==> config.mk <==
export PLATFORM = sky130hd
export DESIGN_NAME = cfg_route_bridge
export DESIGN_NICKNAME = d
export VERILOG_FILES = /design/src/rtl/cfg_route_pkg.sv /design/src/rtl/cfg_strobe_sync.sv /design/src/rtl/cfg_regfile.sv /design/src/rtl/cfg_route_table.sv /design/src/rtl/cfg_route_bridge.sv
export SDC_FILE = /design/constraint.sdc
export NUM_CORES = 1
export LEC_CHECK = 0
export CORE_ASPECT_RATIO = 1.2
export CORE_MARGIN = 5
export CORE_UTILIZATION = 44
export DETAILED_ROUTE_END_ITERATION = 8
export DONT_BUFFER_PORTS = 1
export PLACE_DENSITY_LB_ADDON = 0.25
export SETUP_SLACK_MARGIN = 0.2
export SLEW_MARGIN = 15
export SYNTH_ARGS = -nofsm -noshare
export SYNTH_HDL_FRONTEND = slang
export SYNTH_SLANG_ARGS = --single-unit
==> constraint.sdc <==
create_clock -name clk_i -period 5.3 [get_ports clk_i]
set_input_delay 1.06 -clock clk_i [delete_from_list [all_inputs] [get_ports clk_i]]
set_output_delay 1.06 -clock clk_i [all_outputs]
set_load 0.01 [all_outputs]
==> src/rtl/cfg_route_pkg.sv <==
package cfg_route_pkg;
  localparam int HALF_W   = 6;
  localparam int BYTE_W   = HALF_W + 2;
  localparam int NUM_REGS = 1 << HALF_W;
  localparam int IDX_W    = 2 * HALF_W;

  typedef logic [HALF_W-1:0] half_t;

  // low 7 bits of an accepted byte
  typedef struct packed {
    logic  is_sel;
    half_t val;
  } cmd_t;

  localparam half_t REG_DST_HI = half_t'(0);
  localparam half_t REG_DST_LO = half_t'(1);
  localparam half_t REG_SRC_HI = half_t'(2);
  localparam half_t REG_SRC_LO = half_t'(3);
endpackage

==> src/rtl/cfg_strobe_sync.sv <==
module cfg_strobe_sync
  import cfg_route_pkg::*;
#(
  parameter int STAGES = 2
) (
  input  logic              clk_i,
  input  logic              rst_ni,
  input  logic [BYTE_W-1:0] byte_i,
  output logic              acc_o,
  output cmd_t              cmd_o
);
  logic [BYTE_W-1:0] stg_q [STAGES];
  logic              prev_q;

  always_ff @(posedge clk_i or negedge rst_ni) begin
    if (!rst_ni) stg_q[0] <= '0;
    else         stg_q[0] <= byte_i;
  end

  for (genvar s = 1; s < STAGES; s++) begin : g_stg
    always_ff @(posedge clk_i or negedge rst_ni) begin
      if (!rst_ni) stg_q[s] <= '0;
      else         stg_q[s] <= stg_q[s-1];
    end
  end

  always_ff @(posedge clk_i or negedge rst_ni) begin
    if (!rst_ni) prev_q <= 1'b0;
    else         prev_q <= stg_q[STAGES-1][BYTE_W-1];
  end

  assign acc_o = stg_q[STAGES-1][BYTE_W-1] & ~prev_q;
  assign cmd_o = cmd_t'(stg_q[STAGES-1][BYTE_W-2:0]);
endmodule

==> src/rtl/cfg_regfile.sv <==
module cfg_regfile
  import cfg_route_pkg::*;
(
  input  logic             clk_i,
  input  logic             rst_ni,
  input  logic             acc_i,
  input  cmd_t             cmd_i,
  output half_t            sel_o,
  output half_t            rd_o,
  output logic             commit_o,
  output logic [IDX_W-1:0] commit_dst_o,
  output logic [IDX_W-1:0] commit_src_o
);
  half_t sel_q;
  half_t regs_q [NUM_REGS];
  logic  wr_val;

  assign wr_val = acc_i & ~cmd_i.is_sel;

  always_ff @(posedge clk_i or negedge rst_ni) begin
    if (!rst_ni)                   sel_q <= '0;
    else if (acc_i && cmd_i.is_sel) sel_q <= cmd_i.val;
  end

  for (genvar i = 0; i < NUM_REGS; i++) begin : g_reg
    always_ff @(posedge clk_i or negedge rst_ni) begin
      if (!rst_ni)                               regs_q[i] <= '0;
      else if (wr_val && (sel_q == half_t'(i)))  regs_q[i] <= cmd_i.val;
    end
  end

  assign sel_o        = sel_q;
  assign rd_o         = regs_q[sel_q];
  // source low half comes straight from the byte so commit needs no extra cycle
  assign commit_o     = wr_val && (sel_q == REG_SRC_LO);
  assign commit_dst_o = {regs_q[REG_DST_HI], regs_q[REG_DST_LO]};
  assign commit_src_o = {regs_q[REG_SRC_HI], cmd_i.val};
endmodule

==> src/rtl/cfg_route_table.sv <==
module cfg_route_table
  import cfg_route_pkg::*;
#(
  parameter int NUM_DST = 16,
  localparam int AW     = (NUM_DST > 1) ? $clog2(NUM_DST) : 1
) (
  input  logic             clk_i,
  input  logic             rst_ni,
  input  logic             we_i,
  input  logic [IDX_W-1:0] dst_i,
  input  logic [IDX_W-1:0] src_i,
  input  logic [AW-1:0]    rd_addr_i,
  output logic [IDX_W-1:0] rd_src_o,
  output logic             wr_hit_o
);
  logic [IDX_W-1:0] ent_q [NUM_DST];
  logic             in_range;

  assign in_range = {{(32-IDX_W){1'b0}}, dst_i} < 32'(NUM_DST);
  assign wr_hit_o = we_i & in_range;

  for (genvar d = 0; d < NUM_DST; d++) begin : g_ent
    always_ff @(posedge clk_i or negedge rst_ni) begin
      if (!rst_ni)                                       ent_q[d] <= '0;
      else if (wr_hit_o && (dst_i[AW-1:0] == AW'(d)))     ent_q[d] <= src_i;
    end
  end

  assign rd_src_o = ent_q[rd_addr_i];
endmodule

==> src/rtl/cfg_route_bridge.sv <==
module cfg_route_bridge
  import cfg_route_pkg::*;
#(
  parameter int NUM_DST  = 16,
  parameter int SYNC_LEN = 2,
  localparam int DST_AW  = (NUM_DST > 1) ? $clog2(NUM_DST) : 1
) (
  input  logic              clk_i,
  input  logic              rst_ni,
  input  logic [BYTE_W-1:0] host_byte_i,
  output logic [BYTE_W-2:0] rd_data_o,
  input  logic [DST_AW-1:0] route_dst_i,
  output logic [IDX_W-1:0]  route_src_o
);
  logic             acc;
  cmd_t             cmd;
  half_t            sel_idx;
  half_t            rd_half;
  logic             commit;
  logic [IDX_W-1:0] commit_dst;
  logic [IDX_W-1:0] commit_src;
  logic             tbl_we;

  cfg_strobe_sync #(.STAGES(SYNC_LEN)) u_sync (
    .clk_i  (clk_i),
    .rst_ni (rst_ni),
    .byte_i (host_byte_i),
    .acc_o  (acc),
    .cmd_o  (cmd)
  );

  cfg_regfile u_regs (
    .clk_i        (clk_i),
    .rst_ni       (rst_ni),
    .acc_i        (acc),
    .cmd_i        (cmd),
    .sel_o        (sel_idx),
    .rd_o         (rd_half),
    .commit_o     (commit),
    .commit_dst_o (commit_dst),
    .commit_src_o (commit_src)
  );

  cfg_route_table #(.NUM_DST(NUM_DST)) u_tbl (
    .clk_i     (clk_i),
    .rst_ni    (rst_ni),
    .we_i      (commit),
    .dst_i     (commit_dst),
    .src_i     (commit_src),
    .rd_addr_i (route_dst_i),
    .rd_src_o  (route_src_o),
    .wr_hit_o  (tbl_we)
  );

  assign rd_data_o = {1'b0, rd_half};
endmodule

==> results of run 1 <==
-- cells by family after synthesis --
logic type             count (synthesis)
AO/OA/AOI/OAI                         72
buffers and inverters                147
AND/OR/NAND/NOR                      131
flip-flops                           599
multiplexers                         738
other                                  1
-- per-layer routing --
layer / up-vias / global-route usage, % / part of all wire [%]
met4: 0 / 6.10 / 2.7
met3: 98 / 2.80 / 4.0
met2: 264 / 32.7 / 51
li1: 6241 / - / -
met1: 7955 / 25.1 / 42
met5: - / 0 / 0
-- state kept, by name (all words and copies together) (netlist names) --
| signal | count |
|---|---|
| u_regs.sel_o | 6 |
| u_regs.commit_src_o | 6 |
| u_sync.stg_q | 9 |
| u_sync.prev_q | 1 |
| u_tbl.ent_q | 192 |
| u_regs.commit_dst_o | 12 |
| u_sync.cmd_o | 7 |
| u_regs.regs_q | 366 |
-- cell type report --
| cell class | instances | area share, % |
|---|---|---|
| Clock buffer | 93 | 6.13 |
| Sequential cell | 599 | 50.3 |
| Multi-Input combinational cell | 942 | 38.7 |
| Tap cell | 808 | 3.39 |
| Timing Repair Buffer | 31 | 0.864 |
| Clock inverter | 17 | 0.654 |
-- worst max-delay path by stage --
stage	startpoint	to	slack (ns)	depth (start not counted)
after detailed placement	u_regs.sel_o[1]$_DFFE_PN0P_	rd_data_o[4]	1.27	5
final	u_regs.sel_o[1]$_DFFE_PN0P_	rd_data_o[4]	0.65	5
after floorplan	route_dst_i[0]	route_src_o[0]	1.57	4
after CTS	u_regs.sel_o[1]$_DFFE_PN0P_	rd_data_o[4]	0.58	5
after global routing	u_regs.sel_o[1]$_DFFE_PN0P_	rd_data_o[4]	0.50	5
after global placement	u_regs.sel_o[0]$_DFFE_PN0P_	rd_data_o[2]	1.28	5
-- through the flow --
| stage | worst slack, ns | cells | instance area (µm²) |
|---|---|---|---|
| finish | 0.650 | 2490 | 29800 |
| global route | 0.499 | 2490 | 29800 |
| CTS | 0.580 | 2490 | 29800 |
| floorplan | 1.57 | 1688 | 27000 |
| global placement | 1.28 | 2380 | 27800 |
| detailed placement | 1.27 | 2380 | 27800 |
-- where the power goes --
part / switching, mW / internal, mW
clock: 1.78 / 2.56
sequential: 0.352 / 4.96
combinational: 0.557 / 0.653
-- cell usage in the layout (no fill, tap or decap), types with 20 or more instances in the layout --
cell type,instances
sky130_fd_sc_hd__dfrtp_1,591
sky130_fd_sc_hd__mux2_2,561
sky130_fd_sc_hd__mux4_2,156
sky130_fd_sc_hd__clkbuf_16,63
sky130_fd_sc_hd__a22oi_1,48
sky130_fd_sc_hd__nor2_1,30
sky130_fd_sc_hd__buf_4,29
sky130_fd_sc_hd__nand3_1,27
sky130_fd_sc_hd__a21oi_1,24
sky130_fd_sc_hd__mux2_4,20
==> out/results.md, run 1 <==
| Result | This run | Unit |
|---|---|---|
| Area of the core | 60800 | µm² |
| Final min period | 4.65 | ns |
| Leakage | 14.0 | nW |
| Multi-input logic area | 11500 | µm² |
| Global-route wire length before repair | 99.0 | mm |
| Most used standard cell by instance count after synthesis | sky130_fd_sc_hd__dfrtp_1 | - |
| Skew-Pair Late Insertion Delay | 0.62 | ns |
| Fraction of final layout cells sized beyond drive strength 1 | 53.3 | % |
| Library cell occupying the most area in the post-synthesis netlist | sky130_fd_sc_hd__dfrtp_1 | - |
| Proportion of register bits with asynchronous set or reset after synthesis | 100 | % |
| Cell class contributing the biggest share of worst-path delay | flip-flops | - |
| Final critical-path share of the clock period | 87.7 | % |
| Post-Route WL | 62.1 | mm |
| Worst setup slack for register-to-register paths | 1.83 | ns |
| Final count of pins violating max slew | 149 | - |
| Final weighted congestion of routability-driven global placement | 0.789 | - |
| Largest voltage drop on the vdd net | 0.000254 | V |
| Post-layout util | 49.0 | % |
| Sequential element share of the synthesized area | 55.5 | % |
| Final nets | 1649 | - |
| Flops & latches, synth | 599 | - |
| Hold Buf Count CTS | 0 | - |
| Master of the slowest instance on the critical path | sky130_fd_sc_hd__dfrtp_4 | - |
| Slowest Stage Delay on Critical Path | 1.01 | ns |
| H-Tree Depth | 2 | - |
| Setup Skew | 0.0153 | ns |
| Highest net fanout along the worst path | 57 | - |
| Fill cell count | 5110 | - |
| Synth Area in XOR/XNOR | 0 | % |
| Run status | complete, but fails checks | - |
| Post-CTS Setup Bufs | 0 | - |
| Violated checks | slew limit | - |
| Clock root buffer master | sky130_fd_sc_hd__clkbuf_16 | - |
| Std cell rows | 99 | - |
| Post-synthesis share of cell area spent on full adders, half adders and majority gates | 0 | % |
| Grt total ovfl | 0 | - |
| Post-DR wirelength/cell | 25.0 | µm |
| Post-CTS Resized | 0 | - |
| Synthesized instance count | 1688 | - |
| Pin count of the biggest net entering global routing | 600 | - |
| Most frequent cells after synthesis | sky130_fd_sc_hd__dfrtp_1, sky130_fd_sc_hd__mux2_2, sky130_fd_sc_hd__mux4_2, sky130_fd_sc_hd__clkbuf_1, sky130_fd_sc_hd__a22oi_1 | - |
| Total track usage | 19.0 | % |
| Synthesized area | 27000 | µm² |
| Worst-Margin Slew | 1.82 | ns |
| Post-route DRC | 0 | - |
| Initial Utilization | 44.4 | % |
| Crit Path Class | reg2out | - |
| Top_reg_cell synth | sky130_fd_sc_hd__dfrtp_1 | - |
| Sum of net half-perimeters after detailed placement | 37.1 | mm |
| Largest cells by area after synthesis | sky130_fd_sc_hd__dfrtp_1, sky130_fd_sc_hd__mux2_2, sky130_fd_sc_hd__mux4_2, sky130_fd_sc_hd__clkbuf_1, sky130_fd_sc_hd__a22oi_1 | - |
| Final-layout worst hold slack | 0.143 | ns |
| Highest achievable clock rate | 0.215 | GHz |
| Chip width | 236 | µm |
| EDFF count, synth | 0 | - |
| Worst EP arrival | 3.59 | ns |
| Die outline area | 66500 | µm² |
| CP Capture Type | output pin | - |
| Worst r2r src | u_regs.sel_o[1]$_DFFE_PN0P_ | - |
| Post-synthesis simple-gate area fraction | 2.90 | % |
| Antenna diode instance count | 0 | - |
| Worst rel slew slack | -21.2 | % |
| Area added between synthesis and finish | 10.4 | % |
| Clock slew seen by the registers of the worst setup and hold paths | 0.06 | ns |
| Top cell type's share of synthesized area | 55.5 | % |
| Dominant combinational cell family by area after synthesis | multiplexers | - |
| Element type at the critical path start | register | - |
| Detail Route Antenna Nets | 0 | - |
| R2R depth | 5 | - |
| Required time of the worst setup path | 4.24 | ns |
| Critical path buffer and inverter count | 1 | - |
| Via-per-instance ratio | 5.85 | - |
| Count of final hold-check violations | 0 | - |
| Area fraction in compound gates after synthesis | 1.78 | % |
| Inserted Clock Buffers | 61 | - |
| Power Total | 10.8 | mW |
| Synth Net Count | 1702 | - |
| Distinct cell type count after synthesis | 30 | - |
| # clock sinks | 599 | - |
| Path category of the worst min-delay check | in2async | - |
| Setup repair after global routing missed its margin | false | - |
| Setup TNS | 0 | ns |
| Power density normalized to cell area | 364 | nW/µm² |
| Number of buffers on the longest clock path | 3 | - |
| Number of buffers added on ports | 0 | - |
| Die extent in y | 281 | µm |
| CTS tree | yes | - |
| Number of setup violations in the final report | 0 | - |
| Mean area per synthesized cell | 16.0 | µm² |
| Cells along the critical path | buf_4 > mux4_2 > a22oi_1 > a21oi_1 > or4_1 | - |
| Vias in the first global route | 16076 | - |
| I/O Pins | 33 | - |
| DRC violation total after the first TritonRoute iteration | 825 | - |
| Antenna violations before repair | 0 | - |
| Max-cap violations | 0 | - |
| Via count of the routed design | 14558 | - |
| Number of synthesis warnings | 0 | - |
| Reg area | 15000 | µm² |
| Mux cell area share after synthesis | 37.5 | % |
| Number of search-and-repair iterations in the first detailed-routing pass | 5 | - |
| Critical R2R Capture | u_tbl.ent_q[137]$_DFFE_PN0P_ | - |
(Power assumes the default switching activity.)
==> inputs of run 2 (changes only) <==
clock period = 5.9 ns   (was 5.3 ns; I/O delays follow)
==> out/results.md, run 2 (synthesized netlist as in run 1, its figures left out) <==
| Result | This run | Unit | Change |
|---|---|---|---|
| Leakage | 14.0 | nW | about the same |
| Area of the core | 60800 | µm² | unchanged |
| Power Total | 9.76 | mW | was 10.8 mW |
| Met2 Routed Length | 31.4 | mm | was 31.7 mm |
| Post-route non-filler standard cell count | 2483 | - | was 2490 |
| I/O Pins | 33 | - | unchanged |
| # clock sinks | 599 | - | unchanged |
| Skew-Pair Late Insertion Delay | 0.63 | ns | was 0.62 ns |
| Number of flip-flops in the largest register | 366 | - | unchanged |
| Element type at the critical path start | register | - | unchanged |
| Sum of net half-perimeters after detailed placement | 36.6 | mm | was 37.1 mm |
| Hold Buf Count CTS | 0 | - | unchanged |
| H-Tree Depth | 2 | - | unchanged |
| Post-CTS Resized | 0 | - | unchanged |
| Die extent in y | 281 | µm | unchanged |
| Pin count of the biggest net entering global routing | 600 | - | unchanged |
| CP Capture Type | output pin | - | unchanged |
| Post-Route M1 WL | 26.6 | mm | was 26.3 mm |
| Antenna diode instance count | 0 | - | unchanged |
| Register with the highest flop count | u_regs.regs_q | - | unchanged |
| Post-layout util | 49.0 | % | about the same |
| Cell class contributing the biggest share of worst-path delay | flip-flops | - | unchanged |
| Sequential fraction of design power | 48.9 | % | about the same |
| Final setup slack of the worst path | 0.854 | ns | was 0.650 ns |
| Area added between synthesis and finish | 10.3 | % | was 10.4% |
| Leading cell type in the layout, fill and taps excluded | sky130_fd_sc_hd__dfrtp_1 | - | unchanged |
| Path category of the worst min-delay check | in2async | - | unchanged |
| CTS tree | yes | - | unchanged |
| DRC violation total after the first TritonRoute iteration | 880 | - | was 825 |
| Final nets | 1644 | - | was 1649 |
| Fill cell count | 5186 | - | was 5110 |
| Worst EP arrival | 3.87 | ns | was 3.59 ns |
| Inserted Clock Buffers | 61 | - | unchanged |
| Cells along the critical path | buf_4 > mux4_2 > a22oi_1 > a21oi_1 > or4_1 | - | unchanged |
| Post-Route WL | 62.6 | mm | was 62.1 mm |
| Final min period | 5.05 | ns |  |
| Placed cell count | 2375 | - | was 2380 |
| Grt total ovfl | 0 | - | unchanged |
| Vias in the first global route | 15979 | - | was 16076 |
| Initial Utilization | 44.4 | % | unchanged |
| Chip width | 236 | µm | unchanged |
| Fraction of final layout cells sized beyond drive strength 1 | 53.6 | % | was 53.3% |
| Detail Route Antenna Nets | 0 | - | unchanged |
| Die outline area | 66500 | µm² | unchanged |
| Via count of the routed design | 14528 | - | was 14558 |
| Largest voltage drop on the vdd net | 0.000270 | V | was 0.000254 V |
| Share of power burned in combinational logic | 10.9 | % | was 11.1% |
| Clock slew seen by the registers of the worst setup and hold paths | 0.06 | ns | about the same |
| Required time of the worst setup path | 4.72 | ns | was 4.24 ns |
| Max-cap violations | 0 | - | unchanged |
| Post-DR wirelength/cell | 25.2 | µm | was 25.0 µm |
| Placed Area | 27800 | µm² | about the same |
| Final-layout worst hold slack | 0.262 | ns | was 0.143 ns |
| Number of buffers added on ports | 0 | - | unchanged |
| Cell Int Power | 7.31 | mW | was 8.17 mW |
| Sw Pwr | 2.45 | mW | was 2.68 mW |
| Number of buffers on the longest clock path | 3 | - | unchanged |
| Run status | completed | - | was complete, but fails checks |
| Metal3 WL | 2.70 | mm | was 2.49 mm |
| Post-route DRC | 0 | - | unchanged |
| Highest net fanout along the worst path | 68 | - | was 57 |
| Worst-Margin Slew | 1.18 | ns | was 1.82 ns |
| Total track usage | 19.0 | % | about the same |
| Number of setup violations in the final report | 0 | - | unchanged |
| Highest achievable clock rate | 0.198 | GHz |  |
| Post-route cell area | 29800 | µm² | about the same |
| Post-CTS Setup Bufs | 0 | - | unchanged |
| Via-per-instance ratio | 5.85 | - | about the same |
| Switching share of total power | 25.1 | % | was 24.7% |
| Final weighted congestion of routability-driven global placement | 0.816 | - | was 0.789 |
| Final count of pins violating max slew | 0 | - | was 149 |
| Count of final hold-check violations | 0 | - | unchanged |
| Antenna violations before repair | 1 | - | was 0 |
| Worst setup slack after placement | 1.44 | ns | was 1.27 ns |
| Worst rel slew slack | 21.4 | % | was -21.2% |
| Critical path buffer and inverter count | 1 | - | unchanged |
| Reg area | 15000 | µm² | unchanged |
| Power density normalized to cell area | 327 | nW/µm² | was 364 nW/µm² |
| Clock root buffer master | sky130_fd_sc_hd__clkbuf_16 | - | unchanged |
| Commonest non-fill, non-tap cells in the layout | sky130_fd_sc_hd__dfrtp_1, sky130_fd_sc_hd__mux2_2, sky130_fd_sc_hd__mux4_2 | - | unchanged |
| Setup repair after global routing missed its margin | false | - | unchanged |
| Final critical-path share of the clock period | 85.5 | % |  |
| Number of search-and-repair iterations in the first detailed-routing pass | 4 | - | was 5 |
| Master of the slowest instance on the critical path | sky130_fd_sc_hd__dfrtp_4 | - | unchanged |
| Clock share of power | 40.2 | % | was 39.9% |
| Highest signal layer in the routed design | met4 | - | unchanged |
| Slowest Stage Delay on Critical Path | 1.05 | ns | was 1.01 ns |
| Setup Skew | 0.0316 | ns | was 0.0153 ns |
| Std cell rows | 99 | - | unchanged |
| Crit Path Class | reg2out | - | unchanged |
| Global-route wire length before repair | 99.0 | mm | about the same |
| Multi-input logic area | 11500 | µm² | about the same |
| Setup TNS | 0 | ns | unchanged |
[run 2: cell types whose count changed in the layout (fill, tap and decap cells not counted), sizes merged]
cell,delta
clkinvlp,+1
buf,-5
clkbuf,-4
bufinv,-1
inv,+2
[run 2: worst paths after layout]
kind,cells after the start,endpoint,start,slack [ns]
setup / recovery,5,rd_data_o[1],u_regs.sel_o[1]$_DFFE_PN0P_,0.85
hold / removal,0,u_regs.regs_q[121]$_DFFE_PN0P_,rst_ni,0.26
setup reg to reg,5,u_tbl.ent_q[86]$_DFFE_PN0P_,u_regs.sel_o[1]$_DFFE_PN0P_,2.13
hold reg to reg,0,u_sync.cmd_o[0]$_DFF_PN0_,u_sync.stg_q[8]$_DFF_PN0_,0.35
max in group asynchronous,0,u_sync.cmd_o[0]$_DFF_PN0_,rst_ni,4.61
min in group clk_i,0,u_sync.cmd_o[0]$_DFF_PN0_,u_sync.stg_q[8]$_DFF_PN0_,0.35
[run 2: layout make-up]
class                      instances  area share, %
sequential                       599           50.3
multi-input combinational        942           38.7
clock buffer                      89           6.15
tap                              808           3.39
clock inverter                    19          0.710
timing repair buffer              26          0.697
[run 2: per-layer routing]
metal | vias up | GRT usage (%)
met5 | - | 0
met3 | 103 | 3.45
met1 | 7896 | 25.4
li1 | 6218 | -
met2 | 311 | 32.1
met4 | 0 | 5.97
[run 2: power by group through the flow]
stage                     registers (mW)  clock network, mW  logic (mW)
after CTS                           4.77               4.02        1.08
after floorplan                     4.65                  0       0.936
after global placement              4.84                  0        1.04
after detailed placement            4.85                  0        1.07
after global routing                4.82               4.19        1.14
final                               4.77               3.92        1.07
[run 2: worst reg2reg max path: cells and delay by family, from the launching register on]
kind / cells / cell delay (ns)
buffers and inverters: 1 / 0.45
flip-flops: 1 / 1.05
multiplexers: 1 / 0.38
AND/OR/NAND/NOR: 3 / 1.76
==> inputs of run 3 (changes only) <==
==> constraint.sdc (replaced) <==
create_clock -name clk_i -period 5.9 [get_ports clk_i]
set_input_delay 0.59 -clock clk_i [delete_from_list [all_inputs] [get_ports clk_i]]
set_output_delay 0.59 -clock clk_i [all_outputs]
set_load 0.01 [all_outputs]
==> out/results.md, run 3 (synthesized netlist as in run 1, its figures left out) <==
| Result | This run | Unit | Change |
|---|---|---|---|
| Max-cap violations | 0 | - | unchanged |
| Register with the highest flop count | u_regs.regs_q | - | unchanged |
| Hold Buf Count CTS | 6 | - | was 0 |
| Post-CTS Resized | 0 | - | unchanged |
| Antenna diode instance count | 0 | - | unchanged |
| Violated checks | hold timing | - |  |
| Post-route DRC | 0 | - | unchanged |
| Multi-input logic area | 11500 | µm² | about the same |
| Sum of net half-perimeters after detailed placement | 36.6 | mm | about the same |
| Final critical-path share of the clock period | 73.4 | % | was 85.5% |
| H-Tree Depth | 3 | - | was 2 |
| Number of setup violations in the final report | 0 | - | unchanged |
| Largest voltage drop on the vdd net | 0.000244 | V | was 0.000270 V |
| # clock sinks | 599 | - | unchanged |
| Std cell rows | 99 | - | unchanged |
| Slowest Stage Delay on Critical Path | 0.98 | ns | was 1.05 ns |
| Total track usage | 18.9 | % | was 19.0% |
| Die outline area | 66500 | µm² | unchanged |
| Fraction of final layout cells sized beyond drive strength 1 | 53.1 | % | was 53.6% |
| Path category of the worst min-delay check | in2async | - | unchanged |
| Area of the core | 60800 | µm² | unchanged |
| Via count of the routed design | 14651 | - | was 14528 |
| Cells along the critical path | buf_12 > mux4_2 > a22oi_1 > a21oi_1 > or4_1 | - | was buf_4 > mux4_2 > a22oi_1 > a21oi_1 > or4_1 |
| CP Capture Type | output pin | - | unchanged |
| Run status | complete, but fails checks | - | was completed |
| Highest net fanout along the worst path | 53 | - | was 68 |
| Clock root buffer master | sky130_fd_sc_hd__clkbuf_16 | - | unchanged |
| Antenna violations before repair | 1 | - | unchanged |
| Detail Route Antenna Nets | 0 | - | unchanged |
| Highest achievable clock rate | 0.231 | GHz | was 0.198 GHz |
| DRC violation total after the first TritonRoute iteration | 907 | - | was 880 |
| Worst-Margin Slew | 1.41 | ns | was 1.18 ns |
| Skew-Pair Late Insertion Delay | 0.59 | ns | was 0.63 ns |
| Power Total | 10.0 | mW | was 9.76 mW |
| Post-DR wirelength/cell | 24.9 | µm | was 25.2 µm |
| Reg area | 15000 | µm² | unchanged |
| Post-CTS Setup Bufs | 0 | - | unchanged |
| Number of buffers on the longest clock path | 3 | - | unchanged |
| Setup repair after global routing missed its margin | false | - | unchanged |
| Clock slew seen by the registers of the worst setup and hold paths | 0.06 | ns | about the same |
| Setup TNS | 0 | ns | unchanged |
| Crit Path Class | reg2out | - | unchanged |
| Worst rel slew slack | 5.87 | % | was 21.4% |
| Fill cell count | 5102 | - | was 5186 |
| Setup Skew | 0.0207 | ns | was 0.0316 ns |
| Commonest non-fill, non-tap cells in the layout | sky130_fd_sc_hd__dfrtp_1, sky130_fd_sc_hd__mux2_2, sky130_fd_sc_hd__mux4_2 | - | unchanged |
| Post-Route WL | 62.1 | mm | was 62.6 mm |
| Number of buffers added on ports | 0 | - | unchanged |
| Final weighted congestion of routability-driven global placement | 0.786 | - | was 0.816 |
| Initial Utilization | 44.4 | % | unchanged |
| Number of flip-flops in the largest register | 366 | - | unchanged |
| Via-per-instance ratio | 5.86 | - | was 5.85 |
| Final-layout worst hold slack | -0.296 | ns | was 0.262 ns |
| Leading cell type in the layout, fill and taps excluded | sky130_fd_sc_hd__dfrtp_1 | - | unchanged |
| Die extent in y | 281 | µm | unchanged |
| Leakage | 14.1 | nW | was 14.0 nW |
| Area added between synthesis and finish | 11.1 | % | was 10.3% |
| Element type at the critical path start | register | - | unchanged |
| CTS tree | yes | - | unchanged |
| Grt total ovfl | 0 | - | unchanged |
| I/O Pins | 33 | - | unchanged |
| Pin count of the biggest net entering global routing | 600 | - | unchanged |
| Master of the slowest instance on the critical path | sky130_fd_sc_hd__dfrtp_4 | - | unchanged |
| Final count of pins violating max slew | 0 | - | unchanged |
| Global-route wire length before repair | 98.3 | mm | was 99.0 mm |
| Power density normalized to cell area | 333 | nW/µm² | was 327 nW/µm² |
| Final min period | 4.33 | ns | was 5.05 ns |
| Count of final hold-check violations | 477 | - | was 0 |
| Number of search-and-repair iterations in the first detailed-routing pass | 5 | - | was 4 |
| Required time of the worst setup path | 5.31 | ns | was 4.72 ns |
| Worst EP arrival | 3.74 | ns | was 3.87 ns |
| Vias in the first global route | 16068 | - | was 15979 |
| Final nets | 1657 | - | was 1644 |
| Chip width | 236 | µm | unchanged |
| Inserted Clock Buffers | 66 | - | was 61 |
-- run 3: changes by cell type in the layout (fill, tap and decap cells not counted), moves of 2 or more --
cell,change
sky130_fd_sc_hd__buf_4,+2
sky130_fd_sc_hd__bufinv_16,+2
sky130_fd_sc_hd__clkbuf_1,+8
sky130_fd_sc_hd__clkbuf_16,+9
sky130_fd_sc_hd__clkbuf_8,-10
sky130_fd_sc_hd__clkinvlp_4,+3
sky130_fd_sc_hd__dlygate4sd3_1,+6
-- run 3: where the power goes --
group	switching, mW	internal (mW)	total (mW)
clock network	1.63	2.51	4.15
registers	0.313	4.45	4.77
logic	0.502	0.582	1.08
total	2.45	7.55	10.0
-- run 3: routing by layer --
metal | track usage, % | up-vias | share of wire, %
met3 | 2.98 | 102 | 4.1
met5 | 0 | - | 0
li1 | - | 6239 | -
met2 | 32.9 | 299 | 51
met1 | 24.6 | 8011 | 42
met4 | 6.10 | 0 | 2.9
-- run 3: path summary, 6_finish.rpt --
path / endpoint / cells past startpoint / startpoint / slack [ns]
worst max register to register: u_tbl.ent_q[140]$_DFFE_PN0P_ / 5 / u_regs.sel_o[1]$_DFFE_PN0P_ / 2.31
min in group clk_i: u_sync.stg_q[15]$_DFF_PN0_ / 0 / host_byte_i[7] / 0.04
worst min-delay path: u_regs.regs_q[125]$_DFFE_PN0P_ / 0 / rst_ni / -0.30
worst min register to register: u_sync.cmd_o[4]$_DFF_PN0_ / 0 / u_sync.stg_q[12]$_DFF_PN0_ / 0.35
max in group asynchronous: u_regs.sel_o[0]$_DFFE_PN0P_ / 0 / rst_ni / 4.99
worst max-delay path: rd_data_o[3] / 5 / u_regs.sel_o[0]$_DFFE_PN0P_ / 1.57
-- run 3: area by class of cell --
type                            count  share of cell area (%)
Clock buffer                       96                    6.50
Clock inverter                     20                   0.804
Multi-Input combinational cell    942                    38.4
Sequential cell                   599                    50.0
Tap cell                          808                    3.37
Timing Repair Buffer               34                   0.942
-- run 3: metrics by stage --
step	util [%]	hold slack [ns]	setup slack, ns	std cells	area, µm²
2_1_floorplan	-	0.294	2.99	1688	27000
5_1_grt	49.4	-0.321	1.38	2499	30000
3_3_place_gp	45.7	0.320	2.13	2377	27800
6_report	49.4	-0.296	1.57	2499	30000
4_1_cts	49.4	-0.318	1.50	2499	30000
3_5_place_dp	45.7	0.318	2.14	2377	27800
-- run 3: worst max-delay path, delay by kind of cell, from the launching register on --
kind	cells	cell delay (ns)
AOI/OAI and AO/OA	2	0.50
DFF	1	0.98
buffers and inverters	1	0.46
muxes	1	0.55
and+or+nand+nor	1	0.64
